$ cat src/rtl/ucpu_pkg.sv
package ucpu_pkg;

  localparam int OPC_W = 2;
  localparam int UPC_W = 4;

  typedef logic [UPC_W-1:0] upc_t;

  typedef enum logic [OPC_W-1:0] {
    OP_LOAD  = 2'b00,
    OP_ADD   = 2'b01,
    OP_STORE = 2'b10,
    OP_BZ    = 2'b11
  } opcode_e;

  // control bits, MSB first
  typedef struct packed {
    logic acc_in;
    logic acc_out;
    logic alu_add;
    logic ir_in;
    logic ir_out;
    logic mar_in;
    logic mdr_in;
    logic mdr_out;
    logic pc_in;
    logic pc_out;
    logic pc_inc;
    logic mem_rd;
    logic temp_out;
    logic mem_wr;
  } ctl_t;

  typedef struct packed {
    ctl_t ctl;
    logic dispatch;
    upc_t next;
    logic or_zero;
  } uword_t;

  localparam upc_t UPC_BR_TGT = 4'd1;

  function automatic upc_t dispatch_tgt(logic [OPC_W-1:0] op);
    case (op)
      OP_LOAD:  return 4'd5;
      OP_ADD:   return 4'd8;
      OP_STORE: return 4'd12;
      default:  return 4'd15;
    endcase
  endfunction

  function automatic uword_t ucode_rom(upc_t a);
    uword_t w;
    w = '0;
    case (a)
      4'd0:  begin w.ctl.pc_out = 1'b1; w.ctl.mar_in = 1'b1; w.next = 4'd2; end
      // taken-branch landing: PC and MAR both take the target
      4'd1:  begin w.ctl.ir_out = 1'b1; w.ctl.pc_in = 1'b1; w.ctl.mar_in = 1'b1; w.next = 4'd2; end
      4'd2:  begin w.ctl.mem_rd = 1'b1; w.ctl.pc_inc = 1'b1; w.next = 4'd3; end
      4'd3:  begin w.ctl.mdr_out = 1'b1; w.ctl.ir_in = 1'b1; w.next = 4'd4; end
      4'd4:  begin w.dispatch = 1'b1; end
      4'd5:  begin w.ctl.ir_out = 1'b1; w.ctl.mar_in = 1'b1; w.next = 4'd6; end
      4'd6:  begin w.ctl.mem_rd = 1'b1; w.next = 4'd7; end
      4'd7:  begin w.ctl.mdr_out = 1'b1; w.ctl.acc_in = 1'b1; w.next = 4'd0; end
      4'd8:  begin w.ctl.ir_out = 1'b1; w.ctl.mar_in = 1'b1; w.next = 4'd9; end
      4'd9:  begin w.ctl.mem_rd = 1'b1; w.next = 4'd10; end
      4'd10: begin w.ctl.acc_out = 1'b1; w.ctl.alu_add = 1'b1; w.next = 4'd11; end
      4'd11: begin w.ctl.temp_out = 1'b1; w.ctl.acc_in = 1'b1; w.next = 4'd0; end
      4'd12: begin w.ctl.ir_out = 1'b1; w.ctl.mar_in = 1'b1; w.next = 4'd13; end
      4'd13: begin w.ctl.acc_out = 1'b1; w.ctl.mdr_in = 1'b1; w.next = 4'd14; end
      4'd14: begin w.ctl.mem_wr = 1'b1; w.next = 4'd0; end
      default: begin w.or_zero = 1'b1; w.next = 4'd0; end
    endcase
    return w;
  endfunction

endpackage

$ cat src/rtl/ucpu_cstore.sv
module ucpu_cstore
  import ucpu_pkg::*;
(
  input  upc_t   addr_i,
  output uword_t word_o
);
  assign word_o = ucode_rom(addr_i);
endmodule

$ cat src/rtl/ucpu_seq.sv
module ucpu_seq
  import ucpu_pkg::*;
(
  input  logic             clk_i,
  input  logic             rst_ni,
  input  logic [OPC_W-1:0] opcode_i,
  input  logic             acc_zero_i,
  output ctl_t             ctl_o
);
  upc_t   upc_q, upc_d;
  uword_t uw_q, uw_d;

  always_comb begin
    if (uw_q.dispatch) upc_d = dispatch_tgt(opcode_i);
    else               upc_d = uw_q.next | {{(UPC_W-1){1'b0}}, uw_q.or_zero & acc_zero_i};
  end

  ucpu_cstore u_cstore (
    .addr_i (upc_d),
    .word_o (uw_d)
  );

  always_ff @(posedge clk_i or negedge rst_ni) begin
    if (!rst_ni) begin
      upc_q <= '0;
      uw_q  <= ucode_rom('0);
    end else begin
      upc_q <= upc_d;
      uw_q  <= uw_d;
    end
  end

  assign ctl_o = uw_q.ctl;

  a_r8_dispatch_load: assert property (@(posedge clk_i) disable iff (!rst_ni)
    (uw_q.dispatch && opcode_i == 2'b00) |=> upc_q == 4'd5);
  a_r8_dispatch_add: assert property (@(posedge clk_i) disable iff (!rst_ni)
    (uw_q.dispatch && opcode_i == 2'b01) |=> upc_q == 4'd8);
  a_r6_branch_taken: assert property (@(posedge clk_i) disable iff (!rst_ni)
    (upc_q == 4'd15 && acc_zero_i) |=> upc_q == UPC_BR_TGT);
  a_r7_branch_fall: assert property (@(posedge clk_i) disable iff (!rst_ni)
    (upc_q == 4'd15 && !acc_zero_i) |=> upc_q == 4'd0);
  a_r6_land_refetch: assert property (@(posedge clk_i) disable iff (!rst_ni)
    (upc_q == UPC_BR_TGT) |=> upc_q == 4'd2);

endmodule

$ cat src/rtl/ucpu_dp.sv
module ucpu_dp
  import ucpu_pkg::*;
#(
  parameter int DATA_W = 8,
  parameter int ADDR_W = 6
) (
  input  logic              clk_i,
  input  logic              rst_ni,
  input  ctl_t              ctl_i,
  input  logic [DATA_W-1:0] mem_rdata_i,
  output logic [ADDR_W-1:0] mem_addr_o,
  output logic [DATA_W-1:0] mem_wdata_o,
  output logic [OPC_W-1:0]  opcode_o,
  output logic              acc_zero_o
);
  logic [DATA_W-1:0] acc_q, temp_q, mdr_q, ir_q, bus;
  logic [ADDR_W-1:0] pc_q, mar_q;

  always_comb begin
    bus = '0;
    if (ctl_i.acc_out)  bus = bus | acc_q;
    if (ctl_i.temp_out) bus = bus | temp_q;
    if (ctl_i.mdr_out)  bus = bus | mdr_q;
    if (ctl_i.ir_out)   bus = bus | DATA_W'(ir_q[ADDR_W-1:0]);
    if (ctl_i.pc_out)   bus = bus | DATA_W'(pc_q);
  end

  always_ff @(posedge clk_i or negedge rst_ni) begin
    if (!rst_ni) begin
      acc_q  <= '0;
      temp_q <= '0;
      mdr_q  <= '0;
      ir_q   <= '0;
      pc_q   <= '0;
      mar_q  <= '0;
    end else begin
      if (ctl_i.acc_in)  acc_q  <= bus;
      if (ctl_i.alu_add) temp_q <= acc_q + mdr_q;
      if (ctl_i.ir_in)   ir_q   <= bus;
      if (ctl_i.mar_in)  mar_q  <= bus[ADDR_W-1:0];
      if (ctl_i.mem_rd)      mdr_q <= mem_rdata_i;
      else if (ctl_i.mdr_in) mdr_q <= bus;
      if (ctl_i.pc_in)       pc_q <= bus[ADDR_W-1:0];
      else if (ctl_i.pc_inc) pc_q <= pc_q + ADDR_W'(1);
    end
  end

  assign mem_addr_o  = mar_q;
  assign mem_wdata_o = mdr_q;
  assign opcode_o    = ir_q[DATA_W-1 -: OPC_W];
  assign acc_zero_o  = (acc_q == '0);

  a_r9_single_driver: assert property (@(posedge clk_i) disable iff (!rst_ni)
    $onehot0({ctl_i.acc_out, ctl_i.temp_out, ctl_i.mdr_out, ctl_i.ir_out, ctl_i.pc_out}));
  a_r2_pc_step: assert property (@(posedge clk_i) disable iff (!rst_ni)
    (ctl_i.pc_inc && !ctl_i.pc_in) |=> pc_q == ADDR_W'($past(pc_q) + ADDR_W'(1)));
  a_r4_sum_captured: assert property (@(posedge clk_i) disable iff (!rst_ni)
    ctl_i.alu_add |=> temp_q == DATA_W'($past(acc_q) + $past(mdr_q)));

endmodule

$ cat src/rtl/ucpu_top.sv
module ucpu_top
  import ucpu_pkg::*;
#(
  parameter int DATA_W = 8,
  parameter int ADDR_W = 6
) (
  input  logic              clk_i,
  input  logic              rst_ni,
  output logic [ADDR_W-1:0] mem_addr_o,
  output logic [DATA_W-1:0] mem_wdata_o,
  input  logic [DATA_W-1:0] mem_rdata_i,
  output logic              mem_rd_o,
  output logic              mem_wr_o
);
  ctl_t             ctl;
  logic [OPC_W-1:0] opcode;
  logic             acc_zero;

  ucpu_seq u_seq (
    .clk_i      (clk_i),
    .rst_ni     (rst_ni),
    .opcode_i   (opcode),
    .acc_zero_i (acc_zero),
    .ctl_o      (ctl)
  );

  ucpu_dp #(.DATA_W(DATA_W), .ADDR_W(ADDR_W)) u_dp (
    .clk_i       (clk_i),
    .rst_ni      (rst_ni),
    .ctl_i       (ctl),
    .mem_rdata_i (mem_rdata_i),
    .mem_addr_o  (mem_addr_o),
    .mem_wdata_o (mem_wdata_o),
    .opcode_o    (opcode),
    .acc_zero_o  (acc_zero)
  );

  assign mem_rd_o = ctl.mem_rd;
  assign mem_wr_o = ctl.mem_wr;

  a_r9_no_rw_overlap: assert property (@(posedge clk_i) disable iff (!rst_ni)
    !(mem_rd_o && mem_wr_o));
  a_r5_write_single: assert property (@(posedge clk_i) disable iff (!rst_ni)
    mem_wr_o |=> !mem_wr_o);

endmodule

$ cat config.mk
export PLATFORM = sky130hd
export DESIGN_NAME = ucpu_top
export DESIGN_NICKNAME = d
export VERILOG_FILES = /design/src/rtl/ucpu_pkg.sv /design/src/rtl/ucpu_cstore.sv /design/src/rtl/ucpu_seq.sv /design/src/rtl/ucpu_dp.sv /design/src/rtl/ucpu_top.sv
export SDC_FILE = /design/constraint.sdc
export NUM_CORES = 1
export LEC_CHECK = 0
export BUFFER_PORTS_ARGS = -buffer_cell sky130_fd_sc_hd__buf_4
export CORE_MARGIN = 2
export CORE_UTILIZATION = 59
export CTS_CLUSTER_DIAMETER = 30
export DETAILED_ROUTE_END_ITERATION = 10
export PLACE_DENSITY = 0.79
export SLEW_MARGIN = 30
export SYNTH_ARGS = -nofsm -noshare
export SYNTH_HDL_FRONTEND = slang
export SYNTH_SLANG_ARGS = --single-unit
$ cat constraint.sdc
create_clock -name clk_i -period 2.3 [get_ports clk_i]
set_clock_uncertainty 0.15 [all_clocks]
set_input_delay 0.575 -clock clk_i [delete_from_list [all_inputs] [get_ports clk_i]]
set_output_delay 0.575 -clock clk_i [all_outputs]
set_load 0.01 [all_outputs]
### After elaboration in Yosys (flattened, before gate mapping)

Cells that the tools add are included.

* flip-flop bits (word level): 64
* input bits: 10
* output and inout port bits: 16
* word-level logic and storage cells: 88

* $add $sub $neg: 2
* equality and inequality tests: 16
* multiplexer cells: 28
* bitwise operators: 6
* reductions and logical operators: 13

Operator list (count)
* 8-bit 2-to-1 mux: 7
* 4-bit case mux with 10 select lines: 1
* 4-bit == test (second input constant): 7
* 4-bit by 3-bit == test with 1-bit output (second input constant): 4
* 1-bit 2-to-1 mux: 16
* 8-bit by 6-bit bitwise OR with 8-bit output: 2
* 8-bit bitwise OR: 2
* 15-bit OR reduction: 1
* 6-bit 2-to-1 mux: 2
* 4-bit case mux with 3 select lines: 1
* 8-bit adder: 1
* 4-bit by 2-bit == test with 1-bit output (second input constant): 2
* 8-bit zero test: 1
* 2-bit OR reduction: 4
* 6-bit by 1-bit adder with 6-bit output (second input constant): 1
* 5-bit OR reduction: 1
* 4-bit by 1-bit == test with 1-bit output (second input constant): 1
* 4-bit zero test: 1
* 4-bit 2-to-1 mux: 1
* 4-bit by 1-bit bitwise OR with 4-bit output: 1
* 2-bit nonzero test: 2
* 4-bit OR reduction: 1
* 3-bit OR reduction: 1
* 2-bit by 1-bit == test with 1-bit output (second input constant): 1
* 3 further kinds: 3

### Depth between registers and ports, before layout

Gate-level depths: netlist of the first run.

* depth after elaboration: 11
* mapped depth: 7
* mapped depth without buffers: 7

### By module

A second synthesis of the first run with hierarchy kept.

* cells, all modules: 319
* area, all modules: 3183.1 µm²

By module, submodules not included
* ucpu_dp: times used 1, cells an instance 232, area an instance 2228.4 µm², seq. area each 1101.1 µm²
* ucpu_seq: times used 1, cells an instance 46, area an instance 709.4 µm², seq. area each 504.2 µm²
* ucpu_cstore: times used 1, cells an instance 41, area an instance 245.2 µm², seq. area each 0.0 µm²

### Least setup slack after synthesis of the first run

OpenSTA, ideal clock, no wires.

* path type: flip-flop to flip-flop
* start: register u_dp.mdr_q[1] (netlist: u_dp.mem_wdata_o[1])
* end: register u_dp.temp_q[5]
* library setup time: 0.116 ns
* arrival: 1.624 ns
* required time: 2.034 ns
* setup slack: 0.411 ns
* stages on the path, launching flop included: 6
* path buffers: 0
* period minus slack after synthesis: 1.889 ns
* cell sequence: dfrtp_1 > ha_1 > a211oi_1 > o21bai_1 > a2111o_1 > o311ai_0

* word-level cells in the longest chain between the ends: 1

RTL lines
* from (decl): line ucpu_dp.sv:16 `logic [DATA_W-1:0] acc_q, temp_q, mdr_q, ir_q, bus;`
* from (signal assigned): line ucpu_dp.sv:41 `if (ctl_i.mem_rd) mdr_q <= mem_rdata_i;`
* from (signal assigned): line ucpu_dp.sv:42 `else if (ctl_i.mdr_in) mdr_q <= bus;`
* 8-bit adder: line ucpu_dp.sv:38 `if (ctl_i.alu_add) temp_q <= acc_q + mdr_q;`
* to (signal assigned): line ucpu_dp.sv:38
* to (decl): line ucpu_dp.sv:16

No other way between the ends.
A chain may end at the register's enable or synchronous reset.

### Worst setup path after layout of the first run

* start: register u_dp.mdr_q[1] (netlist: u_dp.mem_wdata_o[1])
* end: register u_dp.temp_q[7]

The elaborated chain is that of the path after synthesis.

==> results of run 1 <==
[registers in the layout, summed over array words and instances, names as in the netlist]
name and cells:
u_seq.ctl_o 14, u_seq.uw_q 6, u_dp.mem_wdata_o 8, u_dp.ir_q 8, u_dp.pc_q 6, u_dp.mem_addr_o 6, u_dp.temp_q 8, u_dp.acc_q 8
[layout make-up]
class                   instances  area, um^2
multi-input cells             230        1440
fillers                       412        1590
inverters                       9        33.8
clock inverters                 1        5.00
flip-flops and latches         64        1610
repair buffers                 28         210
clock buffers                  15         166
well taps                      70        87.6
[power by group through the flow]
stage	clock [uW]	combinational, uW	sequential (uW)
2_1_floorplan	0	1950	2060
3_3_place_gp	0	2490	2260
3_5_place_dp	0	2560	2290
4_1_cts	875	2580	2280
5_1_grt	926	2940	2360
6_report	864	2600	2290
[cells by family after synthesis]
group	Yosys count	share of synthesized area
XOR/XNOR	8	0.0222
adder cells (fa/ha/maj)	12	0.0500
AO/OA/AOI/OAI	96	0.201
flip-flops	64	0.510
buffers and inverters	26	0.0338
AND/OR/NAND/NOR	108	0.161
multiplexers	6	0.0226
[Yosys cell counts, types with 4 or more instances]
library cell  number
a211oi_1          10
a21oi_1           34
and3_1             9
nor2b_1            4
o21ai_0           13
nor2_1            45
ha_1              11
nor3_1             8
dfrtp_1           61
xnor2_1            7
nand2_1           27
a21o_1             8
inv_1              9
clkbuf_1          12
a222oi_1           8
[layer usage]
metal  GRT usage  part of all wire  vias up
li1            -                 -     1196
met1       0.360              0.44     1228
met2       0.421              0.47      109
met3      0.0600             0.066       21
met4       0.121             0.024        0
met5           0                 0        -
[critical path: stages (launching register included)]
cell and delay (ns):
dfrtp_1 0.43, ha_1 0.32, a211oi_1 0.35, o21ai_0 0.19, a2111oi_0 0.40, nand3b_1 0.17
[through the flow]
step | hold slack, ns | total power [uW]
after floorplan | 0.129 | 4020
after global placement | 0.343 | 4740
after detailed placement | 0.351 | 4850
after CTS | 0.195 | 5740
after global routing | 0.226 | 6230
final | 0.165 | 5760
[final timing paths]
path	to	slack, ns	cells after the start	from
min in group clk_i	u_dp.mem_wdata_o[5]$_DFFE_PN0P_	0.28	2	mem_rdata_i[5]
max in group asynchronous	u_seq.ctl_o[3]$_DFF_PN0_	1.31	1	rst_ni
hold / removal	u_dp.mem_wdata_o[6]$_DFFE_PN0P_	0.17	1	rst_ni
setup / recovery	u_dp.temp_q[7]$_DFFE_PN0P_	0.22	5	u_dp.mem_wdata_o[1]$_DFFE_PN0P_
hold reg to reg	u_dp.temp_q[3]$_DFFE_PN0P_	0.37	1	u_dp.temp_q[3]$_DFFE_PN0P_
setup reg to reg	u_dp.temp_q[7]$_DFFE_PN0P_	0.22	5	u_dp.mem_wdata_o[1]$_DFFE_PN0P_
==> metrics, run 1 <==
Worst setup SP type=register; H-tree levels=3; largest net degree at the start of global routing=65; layout cells sized above 1=0.144; post-route ant nets=0; P_int=around 3300 uW; design area=between 3000 and 4000 um^2; Die X=around 77 um; clock group share of total power=0.150; Synth Area per Inst=between 9 and 10 um^2; status=finished clean; Via density=a little over 6; I/O pins=26; Core Area=approximately 5100 um^2; Least-Margin Pin Slew=about 0.8 ns; Final TNS setup=0 ns; CTS Sinks=64; setup ws final=approximately 0.22 ns; Rel. slew slack=0.473; antenna fix cells=0; die height=77.1 um; Net Sw Frac=0.435; RSZ-0062 raised after global routing=no; NetSw=between 2000 and 3000 uW; Placed Instance Area=about 3400 um^2; ranking of synthesized cells by area=dfrtp_1 (48%), a21oi_1 (5.4%), nor2_1 (5.4%), ha_1 (4.4%), nand2_1 (3.2%); commonest non-fill, non-tap cell in the layout=dfrtp_1; initial antenna violation count=0; Max Slew Vio Count=0; CP Max Fanout=5; Clock transition at path regs=roughly 0.07 ns; number of synthesized flops with an enable pin=0; Synth Register Bits=between 60 and 70; Syn. warnings=0; CTS Hold Bufs=0; vias in the first global route=2542; worst hold path class=input port to async pin; CP required=2.43 ns; Post-Route Utilization=0.690; Critical Path AT=2.21 ns; DRT iter0 DRCs=~310; Post-CTS Setup Bufs=0; hpwl dp=~5000 um; Die Footprint=between 5000 and 6000 um^2; Final period util=0.904; power density over the cells=around 1600 nW/um^2; non-filler cells, final=approximately 420; CTS resizes=0; Synth Instances=320; total global-route track usage=0.269; peak supply drop=between 0.8 and 0.9 mV; critical path class=register to register; sequential fraction of the synthesis area=0.510; worst skew pair latency=between 0.3 and 0.4 ns; Max Cap Violations=0; CTS tree=done; Yosys top cell by area=dfrtp_1; Root Buffer=clkbuf_8; area delta synth->final=12.6%; Mapped Area=between 3000 and 4000 um^2; nets@finish=between 300 and 400; final setup vio count=0; drt first pass iters=5; fmax=481 MHz; final wirelength=between 7000 and 8000 um; Primary FF master, synth=dfrtp_1; Cell Rows=26; Port-buffer cells=25; most frequent cells in the layout=dfrtp_1 (61), nor2_1 (45), a21oi_1 (34), buf_4 (28), nand2_1 (27); placed insts=between 400 and 500; Post-Place Setup Slack=between 0.2 and 0.25 ns; Synth Net Count=342; endpoint class of the critical path=register; Logic pwr share=0.452; top cell type's share of synthesized area=0.485; WL per Instance=between 15 and 20 um; min Tclk post-route=roughly 2.1 ns; first-pass GRT wire length=about 12000 um; asr flop ratio synth=1.00; Initial Util=0.613; CTS Buf Count=9; Hold Fails Final Rpt=0; gpl congestion=0.993; Unique masters post-synth=52; DR vias=around 2600; drc violations=0; total gr overflow=0; Static Leak=0.00158 uW; Clock Path Buffers=2; Reg power frac=0.398
Note: power is estimated with default switching activity, not from simulation.
==> run 2, diff against run 1 <==
- CORE_UTILIZATION: 59 -> 55
- PLACE_DENSITY: 0.79 -> 0.74
==> run 2 against run 1 <==
Sequential share of layout area shrank 0.86 points. Combinational power is essentially flat. Utilization shrank 3.3 points. Die area grew 6.9%. Clock-buffer cell count shrank 1. Non-clock buffer count grew 1. Maximum frequency grew 2.2%. Total power grew 2.5%. Final cell count grew 0.72%.
==> metrics, run 2 (synthesis results as in run 1) <==
Max Cap Violations=0; total global-route track usage=0.246; Max Slew Vio Count=0; max reg flops=14; Final period util=0.884; vias in the first global route=between 2000 and 2500; Port-buffer cells=25; fmax=slightly below 500 MHz; gpl congestion=around 0.93; I/O pins=26; Via density=5.95; CP required=2.37 ns; DRT iter0 DRCs=roughly 320; drc violations=0; Core Area=~5500 um^2; CTS Buf Count=9; WL per Instance=between 15 and 20 um; Initial Util=0.572; most frequent cells in the layout=dfrtp_1 (61), nor2_1 (45), a21oi_1 (34), buf_4 (28), nand2_1 (27); worst skew pair latency=~0.34 ns; Hold Fails Final Rpt=0; CTS Sinks=64; CTS tree=done; worst hold path class=input port to async pin; Rel. slew slack=0.624; Clock transition at path regs=0.07 ns; Die X=between 70 and 80 um; commonest non-fill, non-tap cell in the layout=dfrtp_1; H-tree levels=3; area delta synth->final=14.8%; layout cells sized above 1=0.155; DR vias=around 2500; CP Max Fanout=5; R2R cell count=5; final setup vio count=0; Die Footprint=6350 um^2; first-pass GRT wire length=11700 um; hpwl dp=roughly 5000 um; Cell Rows=27; total gr overflow=0; Final TNS setup=0 ns; die height=approximately 80 um; CTS Hold Bufs=0; RSZ-0062 raised after global routing=no; Critical Path AT=2.10 ns; power density over the cells=1630 nW/um^2; Root Buffer=clkbuf_8; Least-Margin Pin Slew=between 0.5 and 0.6 ns; nets@finish=between 300 and 400; CTS resizes=0; antenna fix cells=0; status=finished clean; r2r setup slk=0.27 ns; drt first pass iters=7; Worst setup SP type=register; peak supply drop=around 0.7 mV; final wirelength=between 7000 and 8000 um; post-route ant nets=0; endpoint class of the critical path=register; Post-CTS Setup Bufs=0; hold slack=between 0.03 and 0.04 ns; largest net degree at the start of global routing=36; Static Leak=between 0.0015 and 0.002 uW; critical path class=register to register; min Tclk post-route=2.03 ns; Clock Path Buffers=2; initial antenna violation count=0
==> run 2: cell type report <==
class	instances	area, um^2
clock inverter	2	35.0
timing repair buffer	29	230
multi-input combinational	230	1440
tap	72	90.1
inverter	9	33.8
clock buffer	14	183
fill	456	1890
sequential	64	1610
==> run 2: per-stage QoR <==
stage,power (uW),instances,instance area [um^2],setup WS (ns),util
2_1_floorplan,4020,320,3150,0.411,-
3_3_place_gp,4770,404,3400,0.356,0.617
3_5_place_dp,4840,404,3400,0.297,0.617
4_1_cts,5900,420,3620,0.258,0.657
5_1_grt,6380,420,3620,0.0984,0.657
6_report,5900,420,3620,0.266,0.657
==> run 2: final timing paths <==
path / startpoint / end
max in group asynchronous: rst_ni / u_seq.ctl_o[8]$_DFF_PN1_
worst max-delay path: u_dp.mem_wdata_o[1]$_DFFE_PN0P_ / u_dp.temp_q[5]$_DFFE_PN0P_
min in group clk_i: mem_rdata_i[4] / u_dp.mem_wdata_o[4]$_DFFE_PN0P_
worst min-delay path: rst_ni / u_dp.temp_q[4]$_DFFE_PN0P_
worst max register to register: u_dp.mem_wdata_o[1]$_DFFE_PN0P_ / u_dp.temp_q[5]$_DFFE_PN0P_
worst min register to register: u_dp.temp_q[0]$_DFFE_PN0P_ / u_dp.temp_q[0]$_DFFE_PN0P_
==> run 2: worst max-delay path, stage by stage (launching register included) <==
cell and delay (ns):
dfrtp_1 0.43, ha_1 0.33, a211oi_1 0.32, o21bai_1 0.15
a2111o_1 0.42, o311ai_0 0.11
==> run 2: routing by layer <==
metal / vias up / global-route usage / wire (um)
met3: 12 / 0.0441 / 389
li1: 1196 / - / -
met5: - / 0 / 0
met1: 1200 / 0.353 / 3370
met2: 91 / 0.371 / 3190
met4: 0 / 0.102 / 129
==> run 2: power breakdown <==
group	switching, uW	internal, uW
Combinational	1420	1150
Sequential	630	1650
Clock	426	618
==> run 3, diff against run 2 <==
- REMOVE_ABC_BUFFERS: unset -> 1
==> run 3 against run 2 <==
Cell area is 1.4% higher. Sequential power hardly changed. Register-to-register slack hardly changed.
==> metrics, run 3 (synthesis results as in run 1) <==
CTS Hold Bufs=0; CTS Sinks=64; critical-path cell list=ha_1 > a211oi_1 > o21bai_1 > a2111o_1 > o311ai_0; area delta synth->final=16.4%; Critical Path AT=2.12 ns; Clock transition at path regs=about 0.08 ns; power density over the cells=1690 nW/um^2; Core Area=between 5000 and 6000 um^2; Worst setup SP type=register; Die Footprint=6350 um^2; critical path class=register to register; Cell Rows=27; Post-Place Setup Slack=0.287 ns; layout cells sized above 1=0.158; Post-CTS Setup Bufs=0; nets@finish=about 370; Static Leak=around 0.0016 uW; drc violations=0; CTS Buf Count=9; Max Slew Vio Count=0; commonest non-fill, non-tap cell in the layout=dfrtp_1; Hold Fails Final Rpt=0; gpl congestion=0.896; Rel. slew slack=0.655; Multi-input gate area=around 1400 um^2; antenna fix cells=0; worst hold path class=input port to async pin; Via density=about 6.0; total gr overflow=0; Max Cap Violations=0; min Tclk post-route=approximately 2 ns; Worst R2R End=u_dp.temp_q[5]$_DFFE_PN0P_; vias in the first global route=2482; die height=~80 um; CP required=between 2 and 2.5 ns; Sequential cell area=roughly 1600 um^2; crit path launch=u_dp.mem_wdata_o[1]$_DFFE_PN0P_; largest net degree at the start of global routing=65; CP Max Fanout=5; DR vias=roughly 2500; hold slack=around 0.06 ns; first-pass GRT wire length=between 10000 and 15000 um; Final period util=0.883; Least-Margin Pin Slew=slightly above 0.5 ns; most frequent cells in the layout=dfrtp_1 (61), nor2_1 (45), a21oi_1 (34), buf_4 (28), nand2_1 (27); max incr delay on CP=0.43 ns; WP depth=5; fmax=492 MHz; Initial Util=0.572; drt first pass iters=6; post-route ant nets=0; Root Buffer=clkbuf_8; final wirelength=7240 um; Port-buffer cells=25; placed insts=a little over 400; status=finished clean; Crit-path slowest cell=dfrtp_1; Tot Pwr=6210 uW; CTS tree=done; CTS resizes=0; R2R cell count=5; Worst R2R Start=u_dp.mem_wdata_o[1]$_DFFE_PN0P_; H-tree levels=3; DRT iter0 DRCs=278; Die X=around 80 um; buffers plus inverters on the worst setup path=0; filler cell count=404; non-filler cells, final=420; final setup vio count=0; max reg flops=14; RSZ-0062 raised after global routing=no; Final TNS setup=0 ns; setup ws final=between 0.2 and 0.3 ns; worst skew pair latency=about 0.35 ns; hpwl dp=5060 um; initial antenna violation count=0; WL per Instance=17.2 um; r2r setup slk=approximately 0.27 ns; I/O pins=26; peak supply drop=approximately 0.82 mV; delay-heaviest family, CP=compound AO/OA/AOI/OAI gates; endpoint class of the critical path=register; total global-route track usage=0.257; Clock Path Buffers=2
[run 3: changes by cell type in the layout (fill, tap and decap cells not counted)]
cell | before | now
bufinv_16 | 1 | 4
clkinv_4 | 0 | 1
clkinvlp_4 | 0 | 2
clkbuf_8 | 13 | 9
clkbuf_1 | 1 | 0
clkinv_2 | 1 | 0
[run 3: cell type report]
| cell class | count | area share |
|---|---|---|
| clock inverters | 7 | 0.0392 |
| flip-flops and latches | 64 | 0.438 |
| multi-input cells | 230 | 0.392 |
| clock buffers | 9 | 0.0338 |
| inverters | 9 | 0.00922 |
| repair buffers | 29 | 0.0628 |
| well taps | 72 | 0.0246 |
[run 3: power by group]
part           switching, uW  internal, uW  leakage, uW
combinational           1460          1150     0.000715
clock                    479           831     0.000126
sequential               635          1650     0.000786
total                   2570          3640      0.00163
[run 3: layer usage]
layer | share of wire | routed length (um) | global-route usage
met5 | 0 | 0 | 0
met4 | 0.021 | 151 | 0.121
met3 | 0.064 | 463 | 0.0396
met1 | 0.44 | 3210 | 0.364
met2 | 0.47 | 3410 | 0.388
[run 3: worst max-delay path by stage]
stage,end,slack [ns]
6_report,u_dp.temp_q[5]$_DFFE_PN0P_,0.27
5_1_grt,u_dp.temp_q[7]$_DFFE_PN0P_,0.10
4_1_cts,u_dp.temp_q[5]$_DFFE_PN0P_,0.28
3_5_place_dp,u_dp.temp_q[5]$_DFFE_PN0P_,0.29
3_3_place_gp,u_dp.temp_q[5]$_DFFE_PN0P_,0.36
2_1_floorplan,u_dp.temp_q[5]$_DFFE_PN0P_,0.41
[run 3: per-stage QoR]
stage / utilization / instance area (um^2)
after floorplan: - / 3080
after global placement: 0.617 / 3400
after detailed placement: 0.617 / 3400
after CTS: 0.666 / 3670
after global routing: 0.666 / 3670
final: 0.666 / 3670
